$ cat src/rtl/mbx_pkg.sv
package mbx_pkg;
  localparam int NUM_REGS = 4;
  localparam int IDX_W    = $clog2(NUM_REGS);

  typedef enum logic [IDX_W-1:0] {
    REG_TX_WORD = 2'd0,
    REG_TX_STAT = 2'd1,
    REG_RX_WORD = 2'd2,
    REG_RX_STAT = 2'd3
  } mbx_reg_e;

  typedef struct packed {
    logic     hit;
    logic     wr;
    mbx_reg_e idx;
  } mbx_access_t;
endpackage

$ cat src/rtl/mbx_flag.sv
module mbx_flag (
  input  logic clk,
  input  logic rst_n,
  input  logic set,
  input  logic clr,
  output logic q
);
  // set has priority over clr
  always_ff @(posedge clk) begin
    if (!rst_n)   q <= 1'b0;
    else if (set) q <= 1'b1;
    else if (clr) q <= 1'b0;
  end
endmodule

$ cat src/rtl/mbx_decode.sv
module mbx_decode import mbx_pkg::*; #(
  parameter int ADDR_W = 10,
  parameter logic [ADDR_W-1:0] BASE_ADDR = 10'h200
) (
  input  logic              sel,
  input  logic              wr,
  input  logic [ADDR_W-1:0] addr,
  output mbx_access_t       acc
);
  localparam int WIN_LSB = IDX_W + 2;

  logic in_window;
  logic aligned;

  assign in_window = (addr[ADDR_W-1:WIN_LSB] == BASE_ADDR[ADDR_W-1:WIN_LSB]);
  assign aligned   = (addr[1:0] == 2'b00);

  always_comb begin
    acc.hit = sel && in_window && aligned;
    acc.wr  = wr;
    acc.idx = mbx_reg_e'(addr[WIN_LSB-1:2]);
  end
endmodule

$ cat src/rtl/mbx_tx_chan.sv
module mbx_tx_chan #(
  parameter int DATA_W = 32
) (
  input  logic              clk,
  input  logic              rst_n,
  input  logic              word_we,
  input  logic              stat_we,
  input  logic [DATA_W-1:0] wdata,
  input  logic              tx_ready,
  output logic [DATA_W-1:0] tx_data,
  output logic [DATA_W-2:0] tx_ctrl,
  output logic              tx_avail
);
  logic accept;
  assign accept = tx_avail && tx_ready;

  always_ff @(posedge clk) begin
    if (!rst_n) begin
      tx_data <= '0;
      tx_ctrl <= '0;
    end else begin
      if (word_we) tx_data <= wdata;
      if (stat_we) tx_ctrl <= wdata[DATA_W-1:1];
    end
  end

  mbx_flag u_flag (
    .clk   (clk),
    .rst_n (rst_n),
    .set   (word_we),
    .clr   (accept),
    .q     (tx_avail)
  );
endmodule

$ cat src/rtl/mbx_rx_chan.sv
module mbx_rx_chan #(
  parameter int DATA_W = 32
) (
  input  logic              clk,
  input  logic              rst_n,
  input  logic              rx_valid,
  input  logic [DATA_W-1:0] rx_data,
  input  logic [DATA_W-2:0] rx_ctrl,
  input  logic              word_re,
  output logic              rx_ready,
  output logic [DATA_W-1:0] word_q,
  output logic [DATA_W-2:0] ctrl_q,
  output logic              rx_avail
);
  logic capture;

  // slot is free if empty, or if the host drains it this very cycle
  assign rx_ready = !rx_avail || word_re;
  assign capture  = rx_valid && rx_ready;

  always_ff @(posedge clk) begin
    if (!rst_n) begin
      word_q <= '0;
      ctrl_q <= '0;
    end else if (capture) begin
      word_q <= rx_data;
      ctrl_q <= rx_ctrl;
    end
  end

  mbx_flag u_flag (
    .clk   (clk),
    .rst_n (rst_n),
    .set   (capture),
    .clr   (word_re),
    .q     (rx_avail)
  );
endmodule

$ cat src/rtl/dbg_sec_mailbox.sv
module dbg_sec_mailbox import mbx_pkg::*; #(
  parameter int DATA_W = 32,
  parameter int ADDR_W = 10,
  parameter logic [ADDR_W-1:0] BASE_ADDR = 10'h200
) (
  input  logic              clk,
  input  logic              rst_n,
  input  logic              bus_sel,
  input  logic              bus_wr,
  input  logic [ADDR_W-1:0] bus_addr,
  input  logic [DATA_W-1:0] bus_wdata,
  output logic [DATA_W-1:0] bus_rdata,
  output logic              bus_rvalid,
  output logic              tx_valid,
  input  logic              tx_ready,
  output logic [DATA_W-1:0] tx_data,
  output logic [DATA_W-2:0] tx_ctrl,
  input  logic              rx_valid,
  output logic              rx_ready,
  input  logic [DATA_W-1:0] rx_data,
  input  logic [DATA_W-2:0] rx_ctrl
);
  mbx_access_t       acc;
  logic              tx_word_we, tx_stat_we, rx_word_re, rd_any;
  logic              tx_avail, rx_avail;
  logic [DATA_W-1:0] rx_word_q;
  logic [DATA_W-2:0] rx_ctrl_q;
  logic [DATA_W-1:0] rd_mux;

  mbx_decode #(.ADDR_W(ADDR_W), .BASE_ADDR(BASE_ADDR)) u_dec (
    .sel  (bus_sel),
    .wr   (bus_wr),
    .addr (bus_addr),
    .acc  (acc)
  );

  assign tx_word_we = acc.hit &&  acc.wr && (acc.idx == REG_TX_WORD);
  assign tx_stat_we = acc.hit &&  acc.wr && (acc.idx == REG_TX_STAT);
  assign rx_word_re = acc.hit && !acc.wr && (acc.idx == REG_RX_WORD);
  assign rd_any     = bus_sel && !bus_wr;

  mbx_tx_chan #(.DATA_W(DATA_W)) u_tx (
    .clk      (clk),
    .rst_n    (rst_n),
    .word_we  (tx_word_we),
    .stat_we  (tx_stat_we),
    .wdata    (bus_wdata),
    .tx_ready (tx_ready),
    .tx_data  (tx_data),
    .tx_ctrl  (tx_ctrl),
    .tx_avail (tx_avail)
  );

  mbx_rx_chan #(.DATA_W(DATA_W)) u_rx (
    .clk      (clk),
    .rst_n    (rst_n),
    .rx_valid (rx_valid),
    .rx_data  (rx_data),
    .rx_ctrl  (rx_ctrl),
    .word_re  (rx_word_re),
    .rx_ready (rx_ready),
    .word_q   (rx_word_q),
    .ctrl_q   (rx_ctrl_q),
    .rx_avail (rx_avail)
  );

  assign tx_valid = tx_avail;

  always_comb begin
    rd_mux = '0;
    if (acc.hit) begin
      case (acc.idx)
        REG_TX_WORD: rd_mux = tx_data;
        REG_TX_STAT: rd_mux = {tx_ctrl, tx_avail};
        REG_RX_WORD: rd_mux = rx_word_q;
        REG_RX_STAT: rd_mux = {rx_ctrl_q, rx_avail};
        default:     rd_mux = '0;
      endcase
    end
  end

  always_ff @(posedge clk) begin
    if (!rst_n) begin
      bus_rvalid <= 1'b0;
      bus_rdata  <= '0;
    end else begin
      bus_rvalid <= rd_any;
      if (rd_any) bus_rdata <= rd_mux;
    end
  end
endmodule

$ cat config.mk
export PLATFORM = sky130hd
export DESIGN_NAME = dbg_sec_mailbox
export DESIGN_NICKNAME = d
export VERILOG_FILES = /design/src/rtl/mbx_pkg.sv /design/src/rtl/mbx_flag.sv /design/src/rtl/mbx_decode.sv /design/src/rtl/mbx_tx_chan.sv /design/src/rtl/mbx_rx_chan.sv /design/src/rtl/dbg_sec_mailbox.sv
export SDC_FILE = /design/constraint.sdc
export NUM_CORES = 1
export LEC_CHECK = 0
export BUFFER_PORTS_ARGS = -buffer_cell sky130_fd_sc_hd__buf_2
export CAP_MARGIN = 5
export CORE_MARGIN = 1.5
export CORE_UTILIZATION = 47
export CTS_CLUSTER_DIAMETER = 100
export DETAILED_ROUTE_END_ITERATION = 10
export GPL_ROUTABILITY_DRIVEN = 0
export GPL_TIMING_DRIVEN = 1
export PLACE_DENSITY = 0.79
export SYNTH_ARGS = -nofsm -noshare
export SYNTH_HDL_FRONTEND = slang
export SYNTH_SLANG_ARGS = --single-unit
$ cat constraint.sdc
create_clock -name clk -period 4.1 [get_ports clk]
set_input_delay 0.82 -clock clk [delete_from_list [all_inputs] [get_ports clk]]
set_output_delay 0.82 -clock clk [all_outputs]
set_load 0.03 [all_outputs]
# Word level (Yosys, flattened, before mapping)
# Cells that the tools add are included.
[totals]
memories = 0
in_bits = 111
ram_bits = 0
romBits = 0
regBits = 161
latch_bits = 0
out_inout_bits = 98
[classes]
eq_ne = 4
n_mul = 0
n_div = 0
n_lt_le_gt_ge = 0
add_sub_neg = 0
n_shift = 0
bitwise_logic = 0
mux = 6
reduce_logical = 17
[ops]
columns = ["operator", "count"]
rows = [
  ["$pmux W32 S4", 1],
  ["$mux W32", 1],
  ["$logic_and A1 B1 Y1", 10],
  ["$eq A6 B6 Y1 const B", 1],
  ["$eq A2 B2 Y1 const B", 2],
  ["$logic_not A2 Y1", 2],
  ["$mux W1", 4],
  ["$reduce_bool A2 Y1", 2],
  ["$eq A2 B1 Y1 const B", 1],
  ["$logic_not A1 Y1", 2],
  ["$logic_or A1 B1 Y1", 1],
]

# Depth between registers and ports, before layout
[depth]
depth_word = 8
mapped_depth = 7

# Cells and area by module
# Synthesis repeated with hierarchy kept, for this count alone.
[hier_totals]
hier_cells = 616
hier_area_um2 = 7065.5
[modules_own_cells]
columns = ["mod", "cells_each", "seq_area_each_um2", "area_each_um2", "instances"]
rows = [
  ["mbx_rx_chan", 275, 1261.2, 2592.5, 1],
  ["mbx_tx_chan", 204, 1261.2, 2442.3, 1],
  ["dbg_sec_mailbox", 125, 660.6, 1905.6, 1],
  ["mbx_flag", 3, 20.0, 41.3, 2],
  ["mbx_decode", 6, 0.0, 42.5, 1],
]

# Worst setup path before layout
# No wires, ideal clock.
[synth_path]
path_kind = "input port to output port"
startpoint = "input port bus_addr[8]"
endpoint = "output port rx_ready"
stages = 3
path_slack_ns = 1.749
t_arrival_ns = 1.531
required_ns = 3.280
n_path_buf = 0
cell_sequence = "and4bb_2 > nand4_2 > nand2_1"
[synth_via]
elab_chain_len = 6
[synth_rtl]
columns = ["element", "line", "text"]
rows = [
  ["start, declared", "dbg_sec_mailbox.sv:10", "input logic [ADDR_W-1:0] bus_addr,"],
  ["$eq A6 B6 Y1", "mbx_decode.sv:15", "assign in_window = (addr[ADDR_W-1:WIN_LSB] == BASE_ADDR[ADDR_W-1:WIN_LSB]);"],
  ["$logic_and A1 B1 Y1 (2 in series)", "mbx_decode.sv:19", "acc.hit = sel && in_window && aligned;"],
  ["$logic_and A1 B1 Y1 (2 in series)", "dbg_sec_mailbox.sv:39", "assign rx_word_re = acc.hit && !acc.wr && (acc.idx == REG_RX_WORD);"],
  ["$logic_or A1 B1 Y1", "mbx_rx_chan.sv:18", "assign rx_ready = !rx_avail || word_re;"],
  ["end, declared", "dbg_sec_mailbox.sv:19", "output logic rx_ready,"],
]
# No other way between the ends.

# Final worst setup path
[layout_path]
startpoint = "input port bus_addr[3]"
endpoint = "output port rx_ready"
[layout_via]
elab_chain_len = 3
[layout_rtl]
columns = ["element", "line"]
rows = [
  ["$eq A2 B2 Y1", "dbg_sec_mailbox.sv:39"],
  ["$logic_and A1 B1 Y1", "dbg_sec_mailbox.sv:39"],
  ["$logic_or A1 B1 Y1", "mbx_rx_chan.sv:18"],
]
# No other way between the ends.

==> metrics <==
Clock transition at path regs 60 ps; RSZ-0062 raised after global routing no; row count 43; flop2flop setup slack around 2800 ps; total gr overflow 0; #FFs+latches synth around 160; CP dominant cell by count buf_2; Area after DPL around 7800 µm²; Starting Density 0.484; Post-Syn Instances around 720; Inserted Clock Buffers 17; met2 Use GR 0.384; ranking of synthesized cells by area dfxtp_1 (48%), nand2_1 (14%), mux4_2 (11%), mux2i_1 (9.4%), a21oi_1 (4.8%); Post-synth top cells nand2_1 (253), dfxtp_1 (161), a21oi_1 (65); Final Non-Filler Cells about 1100; dpl hpwl 11800 µm; DRT iter0 DRCs 328; Final period util 0.718; largest area contributor in the netlist dfxtp_1; Hold Buf Count CTS 0; Die Y between 100 and 150 µm; first-pass GRT wire length 27900 µm; Critical Path Fanout Max 34; slowest stage cell, crit path buf_4; Port Buffers 208; CP endpoint kind output pin; maximum vdd drop approximately 0.27 mV; count of final max-slew check failures 0; Netlist cell types 25; Tmin final a little under 3000 ps; Sink Count 161; Skew-Pair Late Insertion Delay 430 ps; DRC violations left 0; startpoint class of the critical path primary input; total global-route track usage 0.241; DP Cell Count 1056; Pleak approximately 3.6 nW; post-route cell area between 8000 and 9000 µm²; relative slew slack 0.423; post-synthesis net count a little over 800; ys flop type dfxtp_1; Crit path required time 3280 ps; crit path DAT between 2000 and 2500 ps; setup_tns 0 ps; M1 GR Usage 0.317; most common cell in the netlist nand2_1; area delta synth->final 24.1%; CTS tree built; DR WL/cell 16.6 µm; vias in the first global route approximately 5600; crit-path cells buf_2 > buf_4 > nor3b_2 > nand4_2 > nand2_1 > buf_2; Clock Skew ~15 ps; Post-synth EDFFs 0; Seq/Total Area, Yosys 0.478; Clock Tree Root clkbuf_16; Crit path largest cell delay about 430 ps; share of layout cells above drive strength 1 0.320; io pins around 210; setup violators final 0; yosys warns 0; vias per cell 5.40; initial antenna violation count 1; Final #Nets 1006; Syn Area/Cell 9.39 µm²; Fin. Hold Viols 0; PD cells between 400 and 500 nW/µm²; largest net degree at the start of global routing a little over 70; CORE AREA around 14000 µm²; Post-CTS Setup Inserts 0; DR vias 5878; H-Tree Depth 4; post-synth top area share 0.478; status finished clean; Total Wirelength between 15000 and 20000 µm; Max-Cap Viols 0; Die Wd ~120 µm; kind of critical path in -> out; area of the mapped netlist 6740 µm²; worst hold-check path type reg -> reg; top achievable clock speed around 340 MHz; die area about 15000 µm²; First-pass DRT Iterations 5; met3 Resource Use GR 0.0553; number of fill cells in the layout 1203; post-cts resize count 0; Least-Margin Pin Slew about 860 ps; gr busiest metal met2; Synth async-reset ratio 0; clock tree buffer depth 2; Antenna Nets Post-Route 0
where the power goes:
part | leakage [nW] | switching (mW) | internal [mW]
sequential | 1.31 | 0.0209 | 1.60
combinational | 2.01 | 0.137 | 0.118
clock | 0.280 | 0.663 | 0.920
total | 3.60 | 0.821 | 2.64
routing by layer:
metal | share of wire | up-vias
met1 | 0.44 | 2788
met3 | 0.066 | 36
met5 | 0 | -
met4 | 0.019 | 0
li1 | - | 2792
met2 | 0.47 | 262
registers in the layout, indices dropped and copies added (netlist names):
signal	cells
u_tx.u_flag.q	1
u_tx.tx_data	32
u_tx.tx_ctrl	31
u_rx.ctrl_q	31
u_rx.u_flag.q	1
bus_rvalid	1
u_rx.word_q	32
bus_rdata	32
critical path: cells and delay by family:
family,cells,cell delay (ps)
buffers and inverters,3,730
and+or+nand+nor,3,570
cell type report:
| class | instances | area, µm² | area share |
|---|---|---|---|
| Timing Repair Buffer | 219 | 1160 | 0.139 |
| Antenna cell | 1 | 2.50 | 0.000299 |
| Multi-Input combinational cell | 495 | 3150 | 0.377 |
| Inverter | 1 | 5.00 | 0.000598 |
| Clock buffer | 18 | 439 | 0.0525 |
| Clock inverter | 14 | 156 | 0.0187 |
| Sequential cell | 161 | 3220 | 0.385 |
| Tap cell | 180 | 225 | 0.0269 |
cells by family (layout without fill, tap and decap cells):
family,count (synthesis),in the layout,share of synthesized area
buffers and inverters,62,252,0.0559
AND/OR/NAND/NOR,302,302,0.180
other,0,1,0
flip-flops,161,161,0.478
AO/OA/AOI/OAI,98,98,0.0856
multiplexers,95,95,0.201
placed cells by master (no fill, tap or decap):
cell type and instances:
a21boi_4 1, a21oi_1 65, a22oi_1 32, and3b_1 1, and4_1 3, and4bb_2 1, buf_12 3, buf_2 207
buf_4 9, bufinv_16 2, clkbuf_16 17, clkbuf_8 1, clkinv_2 2, clkinv_4 4, clkinvlp_4 4, dfxtp_1 161
diode_2 1, inv_6 3, mux2i_1 63, mux4_2 32, nand2_1 253, nand2b_1 1, nand2b_2 1, nand4_1 2
nand4_2 1, nor2_1 34, nor2_2 1, nor2b_1 1, nor3_4 1, nor3b_1 1, nor3b_2 1
worst paths after layout:
check / startpoint / to / depth (start not counted)
worst min register to register: u_rx.word_q[15]$_SDFFE_PN0P_ / u_rx.word_q[15]$_SDFFE_PN0P_ / 2
worst max-delay path: bus_addr[3] / rx_ready / 6
worst max register to register: u_rx.u_flag.q$_SDFFE_PN0P_ / u_rx.word_q[19]$_SDFFE_PN0P_ / 3
worst min-delay path: u_rx.word_q[15]$_SDFFE_PN0P_ / u_rx.word_q[15]$_SDFFE_PN0P_ / 2
metrics by stage:
stage,power [mW],hold slack [ps],util,setup WS [ps]
6_report,3.46,455,0.600,1150
5_1_grt,3.58,473,0.600,1040
4_1_cts,3.48,457,0.600,1130
3_5_place_dp,1.92,445,0.557,1130
3_3_place_gp,1.91,440,0.557,1190
2_1_floorplan,1.83,432,-,1750
No activity file was read; power rests on OpenSTA's default activity.
